$ cat src/rtl/bpg_pkg.sv
package bpg_pkg;
  typedef enum logic [1:0] {
    K_FETCH = 2'd0,
    K_MEM   = 2'd1,
    K_IO    = 2'd2,
    K_CTRL  = 2'd3
  } kind_t;

  typedef enum logic [1:0] {
    C_NONE  = 2'd0,
    C_PRIV  = 2'd1,
    C_ALIGN = 2'd2
  } code_t;

  localparam int unsigned NARROW_W = 32;

  // kinds reserved for system mode
  function automatic logic sys_only(kind_t k);
    return (k == K_IO) || (k == K_CTRL);
  endfunction

  // kinds that use byte addresses and 32-bit words
  function automatic logic byte_addressed(kind_t k);
    return k != K_CTRL;
  endfunction

  // privilege is judged before alignment
  function automatic code_t judge(kind_t k, logic user, logic [1:0] lo);
    if (user && sys_only(k)) return C_PRIV;
    if (byte_addressed(k) && (lo != 2'b00)) return C_ALIGN;
    return C_NONE;
  endfunction
endpackage

$ cat src/rtl/bpg_classify.sv
module bpg_classify
  import bpg_pkg::*;
(
  input  logic [1:0] kind,
  input  logic       user,
  input  logic [1:0] addr_lo,
  output logic [1:0] code,
  output logic       fault
);
  code_t verdict;

  always_comb begin
    verdict = judge(kind_t'(kind), user, addr_lo);
    code    = verdict;
    fault   = (verdict != C_NONE);
  end
endmodule

$ cat src/rtl/bpg_shape.sv
module bpg_shape #(
  parameter int unsigned XLEN = 64
) (
  input  logic            wide,
  input  logic [XLEN-1:0] raw,
  output logic [XLEN-1:0] shaped
);
  localparam int unsigned NW = bpg_pkg::NARROW_W;

  generate
    if (XLEN > NW) begin : g_narrow
      always_comb shaped = wide ? raw : {{(XLEN-NW){1'b0}}, raw[NW-1:0]};
    end else begin : g_same
      always_comb shaped = raw;
    end
  endgenerate
endmodule

$ cat src/rtl/bpg_seq.sv
module bpg_seq
  import bpg_pkg::*;
#(
  parameter int unsigned XLEN = 64
) (
  input  logic            clk,
  input  logic            rst_n,
  input  logic            accept,
  input  logic            fault,
  input  logic [1:0]      code,
  input  logic [1:0]      kind,
  input  logic [XLEN-1:0] addr,
  input  logic            write,
  input  logic [XLEN-1:0] wdata,
  input  logic            bus_ready,
  input  logic [XLEN-1:0] rdata,
  output logic            idle,
  output logic            bus_valid,
  output logic            bus_done,
  output logic [1:0]      bus_kind,
  output logic [XLEN-1:0] bus_addr,
  output logic            bus_write,
  output logic [XLEN-1:0] bus_wdata,
  output logic            rsp_done,
  output logic            rsp_fault,
  output logic [1:0]      rsp_code,
  output logic [XLEN-1:0] rsp_rdata
);
  typedef enum logic [1:0] {S_IDLE, S_BUS, S_RESP} st_t;
  st_t st;

  always_ff @(posedge clk or negedge rst_n) begin
    if (!rst_n) begin
      st        <= S_IDLE;
      bus_kind  <= '0;
      bus_addr  <= '0;
      bus_write <= 1'b0;
      bus_wdata <= '0;
      rsp_fault <= 1'b0;
      rsp_code  <= '0;
      rsp_rdata <= '0;
    end else begin
      case (st)
        S_IDLE: if (accept) begin
          if (fault) begin
            st        <= S_RESP;
            rsp_fault <= 1'b1;
            rsp_code  <= code;
            rsp_rdata <= '0;
          end else begin
            st        <= S_BUS;
            bus_kind  <= kind;
            bus_addr  <= addr;
            bus_write <= write && (kind_t'(kind) != K_FETCH);
            bus_wdata <= wdata;
            rsp_fault <= 1'b0;
            rsp_code  <= C_NONE;
          end
        end
        S_BUS: if (bus_ready) begin
          st        <= S_RESP;
          rsp_rdata <= rdata;
        end
        default: st <= S_IDLE;
      endcase
    end
  end

  assign idle      = (st == S_IDLE);
  assign bus_valid = (st == S_BUS);
  assign bus_done  = bus_valid && bus_ready;
  assign rsp_done  = (st == S_RESP);
endmodule

$ cat src/rtl/bus_priv_gate.sv
module bus_priv_gate
  import bpg_pkg::*;
#(
  parameter int unsigned XLEN = 64
) (
  input  logic            clk,
  input  logic            rst_n,
  input  logic            req_valid,
  output logic            req_ready,
  input  logic [1:0]      req_kind,
  input  logic [XLEN-1:0] req_addr,
  input  logic            req_write,
  input  logic [XLEN-1:0] req_wdata,
  input  logic            req_user,
  output logic            rsp_done,
  output logic            rsp_fault,
  output logic [1:0]      rsp_code,
  output logic [XLEN-1:0] rsp_rdata,
  output logic            bus_valid,
  input  logic            bus_ready,
  output logic [1:0]      bus_kind,
  output logic            bus_fetch,
  output logic [XLEN-1:0] bus_addr,
  output logic            bus_write,
  output logic            bus_wide,
  output logic [XLEN-1:0] bus_wdata,
  input  logic [XLEN-1:0] bus_rdata
);
  // named events for the checker
  logic            evt_accept;
  logic            evt_fault;
  logic            evt_bus_done;
  logic [1:0]      judged_code;
  logic            judged_fault;
  logic            req_wide;
  logic [XLEN-1:0] wdata_cut;
  logic [XLEN-1:0] rdata_cut;

  bpg_classify u_cls (
    .kind    (req_kind),
    .user    (req_user),
    .addr_lo (req_addr[1:0]),
    .code    (judged_code),
    .fault   (judged_fault)
  );

  assign req_wide  = !byte_addressed(kind_t'(req_kind));
  assign bus_wide  = !byte_addressed(kind_t'(bus_kind));
  assign bus_fetch = bus_valid && (kind_t'(bus_kind) == K_FETCH);

  bpg_shape #(.XLEN(XLEN)) u_wshape (
    .wide   (req_wide),
    .raw    (req_wdata),
    .shaped (wdata_cut)
  );

  bpg_shape #(.XLEN(XLEN)) u_rshape (
    .wide   (bus_wide),
    .raw    (bus_rdata),
    .shaped (rdata_cut)
  );

  assign evt_accept = req_valid && req_ready;
  assign evt_fault  = evt_accept && judged_fault;

  bpg_seq #(.XLEN(XLEN)) u_seq (
    .clk       (clk),
    .rst_n     (rst_n),
    .accept    (evt_accept),
    .fault     (judged_fault),
    .code      (judged_code),
    .kind      (req_kind),
    .addr      (req_addr),
    .write     (req_write),
    .wdata     (wdata_cut),
    .bus_ready (bus_ready),
    .rdata     (rdata_cut),
    .idle      (req_ready),
    .bus_valid (bus_valid),
    .bus_done  (evt_bus_done),
    .bus_kind  (bus_kind),
    .bus_addr  (bus_addr),
    .bus_write (bus_write),
    .bus_wdata (bus_wdata),
    .rsp_done  (rsp_done),
    .rsp_fault (rsp_fault),
    .rsp_code  (rsp_code),
    .rsp_rdata (rsp_rdata)
  );
endmodule

$ cat config.mk
export PLATFORM = sky130hd
export DESIGN_NAME = bus_priv_gate
export DESIGN_NICKNAME = d
export VERILOG_FILES = /design/src/rtl/bpg_pkg.sv /design/src/rtl/bpg_classify.sv /design/src/rtl/bpg_shape.sv /design/src/rtl/bpg_seq.sv /design/src/rtl/bus_priv_gate.sv
export SDC_FILE = /design/constraint.sdc
export NUM_CORES = 1
export LEC_CHECK = 0
export ABC_AREA = 0
export ABC_CLOCK_PERIOD_IN_PS = 1500
export BUFFER_PORTS_ARGS = -buffer_cell sky130_fd_sc_hd__buf_4
export CAP_MARGIN = 20
export CORE_AREA = 2 2 155 157
export CTS_BUF_LIST = sky130_fd_sc_hd__clkbuf_2
export DETAILED_ROUTE_END_ITERATION = 8
export DIE_AREA = 0 0 157 159
export HOLD_SLACK_MARGIN = 0.1
export PLACE_DENSITY = 0.66
export SLEW_MARGIN = 0
export SYNTH_ARGS = -nofsm -noshare
export SYNTH_HDL_FRONTEND = slang
export SYNTH_SLANG_ARGS = --single-unit
$ cat constraint.sdc
create_clock -name clk -period 1.5 [get_ports clk]
set_input_delay 0.375 -clock clk [delete_from_list [all_inputs] [get_ports clk]]
set_output_delay 0.375 -clock clk [all_outputs]
set_load 0.05 [all_outputs]
==> metrics, run 1 <==
Synth-to-Final Area Change 103.7%; #FFs+latches synth 200; H-tree depth 4; Leak Pwr 7.919 nW; boundary pin count 403; Seq/Total Area, Yosys 62.63%; Crit. End Element output port; Max-cap violations 0; setup ws final -0.6482 ns; fill count 1436; sequential share of power 33.5%; Finish-stage setup viols 402; post-synthesis async set-or-reset flop share 100.0%; clock-pin slew on the worst setup and hold paths 0.33 ns; xor/xnor share of the synthesized area 0%; switching power 0.01041 W; Period minus WS final 2.148 ns; clock root buffer clkbuf_2; drt drc 0; synthesized area 7991 µm²; share of layout cells above drive strength 1 52.67%; CTS tree done; Post-DP Area 11710 µm²; Final Cycle Share 143.2%; worst-path fanout max 4; Final HPWL DP 17520 µm; core area 23190 µm²; RSZ-0062 raised after global routing true; Post-synth EDFFs 0; Syn Area/Cell 13.83 µm²; largest family of logic cells by synthesized area multiplexers; first-pass GRT wire length 47670 µm; number of global-route vias before repair 8505; Vias per Instance 4.646; Worst slew margin 71.50%; Internal Power 0.01294 W; Syn Nets 778; skew final 0.02507 ns; number of cells after detailed placement 1305; yosys warns 0; largest net degree at the start of global routing 54; Final Non-Filler Cells 1652; Routed Antenna Nets 0; wire per inst 20.62 µm; Data required, critical path 1.12 ns; Die Ht 159 µm; Slew Limit Fails 0; status finished, violations left; Post-Place Setup Slack -0.3945 ns; Hold WC Path Type primary input to flop; mux cell area share after synthesis 23.49%; initial DRC count 323; Net Sw Frac 44.57%; total grt overflow 0; Synth Area in Compound Gates 4.227%; worst path arrival time 1.77 ns; initial antenna violation count 2; die footprint 24960 µm²; Die W 157 µm; ys flop type dfrtp_1; Hold Path Depth 4; Starting Density 34.46%; Clk network pwr share 11.1%; CTS max path bufs 2; Sink Count 200; Gate power share 55.4%; final layout net count 1520; top achievable clock speed 465.5 MHz; Crit Path Class flop to output port; VDD IR max 1318 µV; Final Total Pwr 0.02335 W; RePlAce Congestion 0.7639; Buffers on Ports 402; final WL 34070 µm; hold_buf cts 202; synth unique cells 27; failing checks setup timing; GRT Total Usage 24.88%; R2R cell count 7; Slew @ Worst Pin 0.4275 ns; Post-Synth Simple-Gate Area 4.055%; cells after synthesis 578; Synth Area in Adders 0%; first drt pass iteration count 8; Finished Cell Area 16280 µm²; endpoints failing hold 0; Num CTS Buffers 17; worst-skew pair later-pin latency 0.74 ns; Rows 56; Setup crit start kind flop; PwrDens 1434 nW/µm²; routed via count 7676
## synth_stat cells, types with 3 or more instances
master	instances	area, µm²
buf_1	3	11.26
mux2i_1	66	660.6
mux2_4	30	450.4
dfrtp_1	200	5005
mux2_2	63	709.4
buf_4	7	52.55
buf_2	16	80.08
mux2_1	5	56.30
nand2_1	66	247.7
inv_1	67	251.5
buf_6	4	45.04
a22o_1	32	280.3
## power by group through the flow
stage | Combinational (W) | Clock, W | Sequential, W
finish | 0.0129 | 0.00259 | 0.00782
floorplan | 0.00195 | 0 | 0.0121
detailed placement | 0.00994 | 0 | 0.00754
global route | 0.0133 | 0.00288 | 0.00794
CTS | 0.0121 | 0.00267 | 0.00767
global placement | 0.00989 | 0 | 0.00751
## final timing paths
kind,startpoint,endpoint,slack (ns)
max,u_seq.st[1]$_DFFE_PN0P_,bus_fetch,-0.65
min,req_valid,u_seq.rsp_fault$_DFFE_PN0P_,0.20
max reg2reg,u_seq.st[0]$_DFFE_PN0P_,u_seq.bus_addr[59]$_DFFE_PN0P_,-0.46
min reg2reg,u_seq.rsp_rdata[5]$_DFFE_PN0P_,u_seq.rsp_rdata[5]$_DFFE_PN0P_,0.56
max in group asynchronous,rst_n,u_seq.bus_addr[1]$_DFFE_PN0P_,0.46
min in group asynchronous,rst_n,u_seq.bus_addr[38]$_DFFE_PN0P_,0.70
## placed cells by master, fill, tap and decap left out, drive strengths merged
| master | instances |
|---|---|
| o22ai | 1 |
| clkinvlp | 2 |
| nor3b | 1 |
| nand2b | 1 |
| nand3 | 1 |
| clkbuf | 24 |
| mux2 | 98 |
| nor2 | 1 |
| diode | 2 |
| nor3 | 1 |
| dlygate4sd3 | 201 |
| inv | 74 |
| and4b | 2 |
| a21oi | 1 |
| dfrtp | 200 |
| buf | 548 |
| a22o | 32 |
| nor2b | 1 |
| mux2i | 66 |
| a211oi | 1 |
| o21a | 2 |
| o2bb2ai | 1 |
| o21ai | 2 |
| clkinv | 3 |
| and2 | 1 |
| nand2 | 66 |
## layer usage
metal / GRT usage (%) / part of all wire [%] / vias to the layer above / routed length, µm
li1: - / - / 3407 / -
met1: 27.41 / 37 / 3843 / 12550
met2: 45.55 / 53 / 350 / 17990
met3: 6.968 / 7.1 / 76 / 2416
met4: 8.340 / 3.3 / 0 / 1120
met5: 0 / 0 / - / 0
## sequential cells by signal, indices dropped and copies added (netlist names)
register,cells
u_seq.bus_addr,64
u_seq.bus_wdata,64
u_seq.rsp_rdata,64
u_seq.bus_kind,2
u_seq.rsp_code,2
u_seq.st,2
u_seq.bus_write,1
u_seq.rsp_fault,1
## repair_timing
action / in CTS / in global routing
hold endpoints to repair: 398 / 1
setup buffers: 50 / 47
resized for setup: 259 / 34
pin swaps: 2 / 3
cloned: 16 / 5
setup endpoints to repair: 394 / 402
## worst max-delay path, stage by stage (launching register included)
cell and delay [ns]:
dfrtp_1 0.46, buf_6 0.13, nand2b_4 0.16, nor3_4 0.11, buf_6 0.18
## cell families (layout without fill, tap and decap cells)
family | after synthesis | in the layout
AO/OA/AOI/OAI | 40 | 40
buffers and inverters | 99 | 852
flip-flops | 200 | 200
multiplexers | 164 | 164
other | 0 | 2
AND/OR/NAND/NOR | 75 | 75
## per-stage QoR
| stage | hold slack (ns) | utilization, % | TNS [ns] |
|---|---|---|---|
| floorplan | 0.07941 | - | -4.767 |
| global placement | 0.2957 | 50.49 | -49.06 |
| detailed placement | 0.2989 | 50.49 | -48.36 |
| CTS | 0.1671 | 67.72 | -138.69 |
| global route | 0.07959 | 70.20 | -145.37 |
| finish | 0.1951 | 70.20 | -116.15 |
## cell type report
| cell class | instances | area (µm²) | share of cell area (%) |
|---|---|---|---|
| Clock buffer | 18 | 90.09 | 0.5533 |
| Tap cell | 319 | 399.1 | 2.452 |
| Clock inverter | 12 | 112.6 | 0.6917 |
| Inverter | 67 | 251.5 | 1.545 |
| Antenna cell | 2 | 5.005 | 0.03074 |
| Sequential cell | 200 | 5009 | 30.76 |
| Multi-Input combinational cell | 279 | 2679 | 16.45 |
| Timing Repair Buffer | 755 | 7735 | 47.51 |
Power figures use the tool's default switching activity.
==> inputs of run 2 (changes only) <==
--- a/config.mk
+++ b/config.mk
@@ -9,13 +9,14 @@
 export ABC_CLOCK_PERIOD_IN_PS = 1500
 export BUFFER_PORTS_ARGS = -buffer_cell sky130_fd_sc_hd__buf_4
 export CAP_MARGIN = 20
-export CORE_AREA = 2 2 155 157
+export CORE_ASPECT_RATIO = 1.2
+export CORE_UTILIZATION = 35
 export CTS_BUF_LIST = sky130_fd_sc_hd__clkbuf_2
 export DETAILED_ROUTE_END_ITERATION = 8
-export DIE_AREA = 0 0 157 159
 export HOLD_SLACK_MARGIN = 0.1
-export PLACE_DENSITY = 0.66
+export PLACE_DENSITY = 0.65
 export SLEW_MARGIN = 0
 export SYNTH_ARGS = -nofsm -noshare
 export SYNTH_HDL_FRONTEND = slang
+export SYNTH_HIERARCHICAL = 1
 export SYNTH_SLANG_ARGS = --single-unit
==> metrics, run 2 <==
mux cell area share after synthesis 19.99%; first-pass GRT wire length 48640 µm; Crit. End Element flop; top achievable clock speed 399.0 MHz; Max-cap violations 0; first drt pass iteration count 4; worst-skew pair later-pin latency 0.85 ns; post-synthesis async set-or-reset flop share 100.0%; final WL 34150 µm; clock-pin slew on the worst setup and hold paths 0.34 ns; Data required, critical path 2.21 ns; VDD IR max 1632 µV; most instantiated cells after synthesis dfrtp_1, mux2_4; initial DRC count 271; ys flop type dfrtp_1; routed via count 7807; Die W 145.4 µm; synth unique cells 26; share of layout cells above drive strength 1 64.06%; Starting Density 35.93%; Leak Pwr 8.699 nW; worst path arrival time 3.22 ns; core area 24050 µm²; Synth Area in Adders 0%; most common cell after layout, fill and taps aside buf_4; worst path cell trace buf_4 > buf_6 > buf_6 > nor2_4 > and2_4 > buf_6 > or4b_4 > buf_6 > clkbuf_16 > mux2_4; Buffers on Ports 402; largest family of logic cells by synthesized area multiplexers; wire per inst 20.54 µm; Period minus WS final 2.506 ns; #FFs+latches synth 200; Finish-stage setup viols 403; RSZ-0062 raised after global routing true; top area cells in the synthesized netlist dfrtp_1, mux2_4, mux2_2; Vias per Instance 4.695; initial antenna violation count 2; Synth top area share 57.93%; Syn Area/Cell 14.69 µm²; yosys warns 6; failing checks setup timing; H-tree depth 4; Final HPWL DP 16450 µm; worst-path fanout max 6; biggest cell delay along the critical path 0.51 ns; Post-Place Setup Slack -0.5775 ns; Post-Synth Simple-Gate Area 6.923%; PwrDens 2175 nW/µm²; skew final 0.06611 ns; top-count cell post-synth dfrtp_1; Sink Count 200; Setup crit start kind flop; Slew @ Worst Pin 0.5343 ns; Worst slew margin 64.38%; CTS max path bufs 2; drt drc 0; RePlAce Congestion 0.7650; Slowest-stage cell, CP or4b_4; hold_ws 0.2426 ns; Synth Area in Compound Gates 7.111%; Seq/Total Area, Yosys 57.93%; largest net degree at the start of global routing 45; Num CTS Buffers 17; GRT Total Usage 25.27%; endpoints failing hold 0; most frequent cells in the layout buf_4, buf_6, dlygate4sd3_1, dfrtp_1, mux2_4; TNS Setup -246.01 ns; status finished, violations left; Syn Nets 788; CTS tree done; final layout net count 1528; Routed Antenna Nets 0; number of global-route vias before repair 8481; die footprint 25320 µm²; synthesized area 8640 µm²; clock root buffer clkbuf_2; Synth-to-Final Area Change 97.32%; Largest regs u_seq/bus_addr (64), u_seq/bus_wdata (64), u_seq/rsp_rdata (64); Final Total Pwr 0.03707 W; total grt overflow 0; Hold WC Path Type primary input to flop; setup ws final -1.006 ns; Crit Path Class flop to flop; boundary pin count 403; xor/xnor share of the synthesized area 0%; Final Cycle Share 167.1%; Post-synth EDFFs 0; Slew Limit Fails 0; Die Ht 174.1 µm; cells after synthesis 588; most used cell, CP buf_6; Yosys top cell by area dfrtp_1; Rows 62
==> run 2: cell types whose count changed after synthesis, moves of 9 or more <==
cell	delta
mux2i_1	-66
inv_1	-65
and2_2	+64
nand2_1	-60
buf_4	+57
mux2_4	+37
a22o_1	+32
buf_2	-9
==> run 2: per-layer routing <==
layer  track usage (%)  up-vias  share of wire, %
li1                  -     3469                 -
met1             27.91     3932                38
met2             46.31      335                54
met3             6.115       71               5.4
met4             10.18        0               3.1
met5                 0        -                 0
==> run 2: final timing paths <==
kind | startpoint | end | slack (ns) | cells after the start
max | u_seq/st[1]$_DFFE_PN0P_ | u_seq/bus_wdata[58]$_DFFE_PN0P_ | -1.01 | 10
min | bus_ready | u_seq/st[0]$_DFFE_PN0P_ | 0.24 | 3
max reg2reg | u_seq/st[1]$_DFFE_PN0P_ | u_seq/bus_wdata[58]$_DFFE_PN0P_ | -1.01 | 10
min reg2reg | u_seq/rsp_rdata[15]$_DFFE_PN0P_ | u_seq/rsp_rdata[15]$_DFFE_PN0P_ | 0.57 | 1
max in group asynchronous | rst_n | u_seq/bus_wdata[57]$_DFFE_PN0P_ | 0.48 | 4
min in group asynchronous | rst_n | u_seq/bus_wdata[11]$_DFFE_PN0P_ | 0.70 | 4
==> run 2: what timing repair did <==
action / in CTS / in global routing
resized for setup: 264 / 25
buffers inserted: 90 / 75
hold buffers: 201 / 0
endpoints found under the setup margin: 403 / 403
hold endpoints to repair: 399 / 0
pin swaps: 4 / 7
gates cloned: 21 / 4
==> run 2: kinds of logic (layout without fill, tap and decap cells) <==
family,Yosys count,count (layout)
AOI/OAI and AO/OA,73,73
buffers and inverters,101,853
DFF,200,200
muxes,131,131
other,0,2
and+or+nand+nor,83,84
==> run 2: critical path: cells and delay by family (launching register included) <==
kind / cells / cell delay, ns
DFF: 1 / 0.49
buffers and inverters: 6 / 0.79
and+or+nand+nor: 3 / 0.81
muxes: 1 / 0.29
==> run 2: power by group <==
group	internal (W)	switching [W]
clock	0.00148	0.00210
sequential	0.00765	0.00186
combinational	0.0112	0.0128
==> run 2: layout make-up <==
class / instances / area [µm²]
Clock buffer: 17 / 85.08
Tap cell: 320 / 400.4
Clock inverter: 15 / 257.7
Inverter: 2 / 11.26
Timing Repair Buffer: 819 / 8269
Sequential cell: 200 / 5005
Multi-Input combinational cell: 288 / 3014
Antenna cell: 2 / 5.005
Fill cell: 1492 / 7000
==> run 2: through the flow <==
| step | utilization, % | instance area, µm² | instances |
|---|---|---|---|
| 3_3_place_gp | 48.94 | 11770 | 1245 |
| 5_1_grt | 70.89 | 17050 | 1663 |
| 6_report | 70.89 | 17050 | 1663 |
| 4_1_cts | 68.27 | 16420 | 1588 |
| 2_1_floorplan | - | 8673 | 588 |
| 3_5_place_dp | 48.94 | 11770 | 1245 |
==> inputs of run 3 (changes only) <==
--- a/config.mk
+++ b/config.mk
@@ -9,7 +9,7 @@
 export ABC_CLOCK_PERIOD_IN_PS = 1500
 export BUFFER_PORTS_ARGS = -buffer_cell sky130_fd_sc_hd__buf_4
 export CAP_MARGIN = 20
-export CORE_ASPECT_RATIO = 1.2
+export CORE_ASPECT_RATIO = 1.25
 export CORE_UTILIZATION = 35
 export CTS_BUF_LIST = sky130_fd_sc_hd__clkbuf_2
 export DETAILED_ROUTE_END_ITERATION = 8
==> metrics, run 3 (synthesized netlist as in run 2, its figures left out) <==
worst path cell trace buf_6 > nand2b_4 > clkinvlp_4 > nor3b_4 > buf_6; Slowest-stage cell, CP dfrtp_1; initial antenna violation count 3; setup ws final -0.8008 ns; Routed Antenna Nets 0; core area 23960 µm²; Final HPWL DP 16880 µm; routed via count 7774; largest net degree at the start of global routing 34; Finished Cell Area 16810 µm²; Synth-to-Final Area Change 94.61%; most common cell after layout, fill and taps aside buf_4; WP buf/inv 3; Slew Limit Fails 0; worst path arrival time 1.93 ns; worst-path fanout max 3; Post-Place Setup Slack -0.5943 ns; top achievable clock speed 434.6 MHz; Final Cycle Share 153.4%; Largest regs u_seq/bus_addr (64), u_seq/bus_wdata (64), u_seq/rsp_rdata (64); Finish-stage setup viols 403; CTS tree done; delay-heaviest family, CP flip-flops; Sink Count 200; first drt pass iteration count 5; worst reg-to-reg setup slack -0.72 ns; status finished, violations left; most frequent cells in the layout buf_4, buf_6, dlygate4sd3_1, dfrtp_1, mux2_4; HP Start req_addr[14]; CTS max path bufs 2; Rows 63; Starting Density 36.05%; hold worst-path end u_seq/bus_addr[14]$_DFFE_PN0P_; reg2reg start u_seq/st[0]$_DFFE_PN0P_; VDD IR max 1455 µV; Vias per Instance 4.717; footprint of the multi-input gates 3048 µm²; initial DRC count 253; endpoints failing hold 0; R2R Path End u_seq/bus_wdata[54]$_DFFE_PN0P_; failing checks setup timing; boundary pin count 403; Crit. End Element output port; R2R cell count 8; Setup crit start kind flop; Hold Path Depth 3; first-pass GRT wire length 48560 µm; Worst slew margin 65.89%; RePlAce Congestion 0.7600; fill count 1513; Period minus WS final 2.301 ns; Max-cap violations 0; area occupied by registers 5006 µm²; most used cell, CP buf_6; PwrDens 2123 nW/µm²; Die W 142.5 µm; clock-pin slew on the worst setup and hold paths 0.31 ns; total grt overflow 0; GRT Total Usage 25.85%; wire per inst 21.45 µm; final layout net count 1507; RSZ-0062 raised after global routing true; share of layout cells above drive strength 1 63.48%; Die Ht 177.7 µm; Data required, critical path 1.12 ns; Hold WC Path Type primary input to flop; biggest cell delay along the critical path 0.44 ns; skew final 0.04879 ns; H-tree depth 4; Leak Pwr 8.537 nW; drt drc 0; Crit Path Class flop to output port; die footprint 25320 µm²; Buffers on Ports 402; number of global-route vias before repair 8335; final WL 35350 µm; Num CTS Buffers 17; Slew @ Worst Pin 0.5116 ns; worst-skew pair later-pin latency 0.81 ns; Post-DP Area 11820 µm²; clock root buffer clkbuf_2
==> run 3: cell count changes in the layout (fill, tap and decap cells not counted), moves of 3 or more <==
cell / previous run / this run
clkinvlp_4: 1 / 5
buf_16: 19 / 15
inv_6: 6 / 1
mux2_2: 61 / 57
buf_4: 348 / 319
buf_6: 216 / 219
buf_8: 6 / 11
clkinv_1: 0 / 3
mux2_4: 70 / 74
bufinv_16: 6 / 2
==> run 3: how the worst max path moves through the flow <==
stage / start / end / cells past startpoint
after detailed placement: req_user / u_seq/bus_addr[10]$_DFFE_PN0P_ / 6
final: u_seq/st[1]$_DFFE_PN0P_ / bus_fetch / 5
after floorplan: u_seq/st[1]$_DFFE_PN0P_ / u_seq/bus_addr[0]$_DFFE_PN0P_ / 7
after global routing: u_seq/st[1]$_DFFE_PN0P_ / bus_fetch / 5
after global placement: req_user / u_seq/bus_addr[10]$_DFFE_PN0P_ / 6
after CTS: u_seq/st[1]$_DFFE_PN0P_ / bus_fetch / 5
==> run 3: worst min-delay path, delay by kind of cell <==
kind | cells | cell delay, ns
multiplexers | 1 | 0.13
buffers and inverters | 2 | 0.63
==> run 3: what timing repair did <==
item | CTS | global route
gates cloned | 25 | 6
setup buffers | 80 | 64
endpoints found under the hold margin | 399 | 0
hold buffers | 202 | 0
setup endpoints to repair | 402 | 403
pin swaps | 0 | 9
resized for setup | 264 | 44
==> run 3: final cells by class <==
type	instances	share of cell area (%)
Timing Repair Buffer	797	48.24
Sequential cell	200	29.77
Clock inverter	13	0.7665
Antenna cell	3	0.04465
Inverter	2	0.06697
Multi-Input combinational cell	289	18.13
Tap cell	325	2.419
Clock buffer	19	0.5656
==> run 3: metrics by stage <==
step,total power (W),std cells,setup TNS [ns],utilization (%),hold slack (ns)
after CTS,0.03390,1588,-180.79,68.22,0.1747
after global routing,0.03691,1647,-193.03,70.15,0.2135
after global placement,0.02626,1249,-83.74,49.32,0.3425
final,0.03570,1648,-161.25,70.17,0.3172
after floorplan,0.02088,588,-102.25,-,0.07941
after detailed placement,0.02645,1249,-86.08,49.32,0.3442
==> run 3: report_power, final <==
part | switching, W | internal (W) | total, W
clock network | 0.00191 | 0.000757 | 0.00267
logic | 0.0128 | 0.0107 | 0.0235
registers | 0.00191 | 0.00765 | 0.00956
==> run 3: routing by layer <==
metal	global-route usage, %	share of wire [%]	routed length, µm	vias up
li1	-	-	-	3428
met4	9.901	3.5	1242	0
met3	6.746	6.7	2374	74
met1	28.70	36	12870	3886
met2	46.85	53	18870	386
met5	0	0	0	-
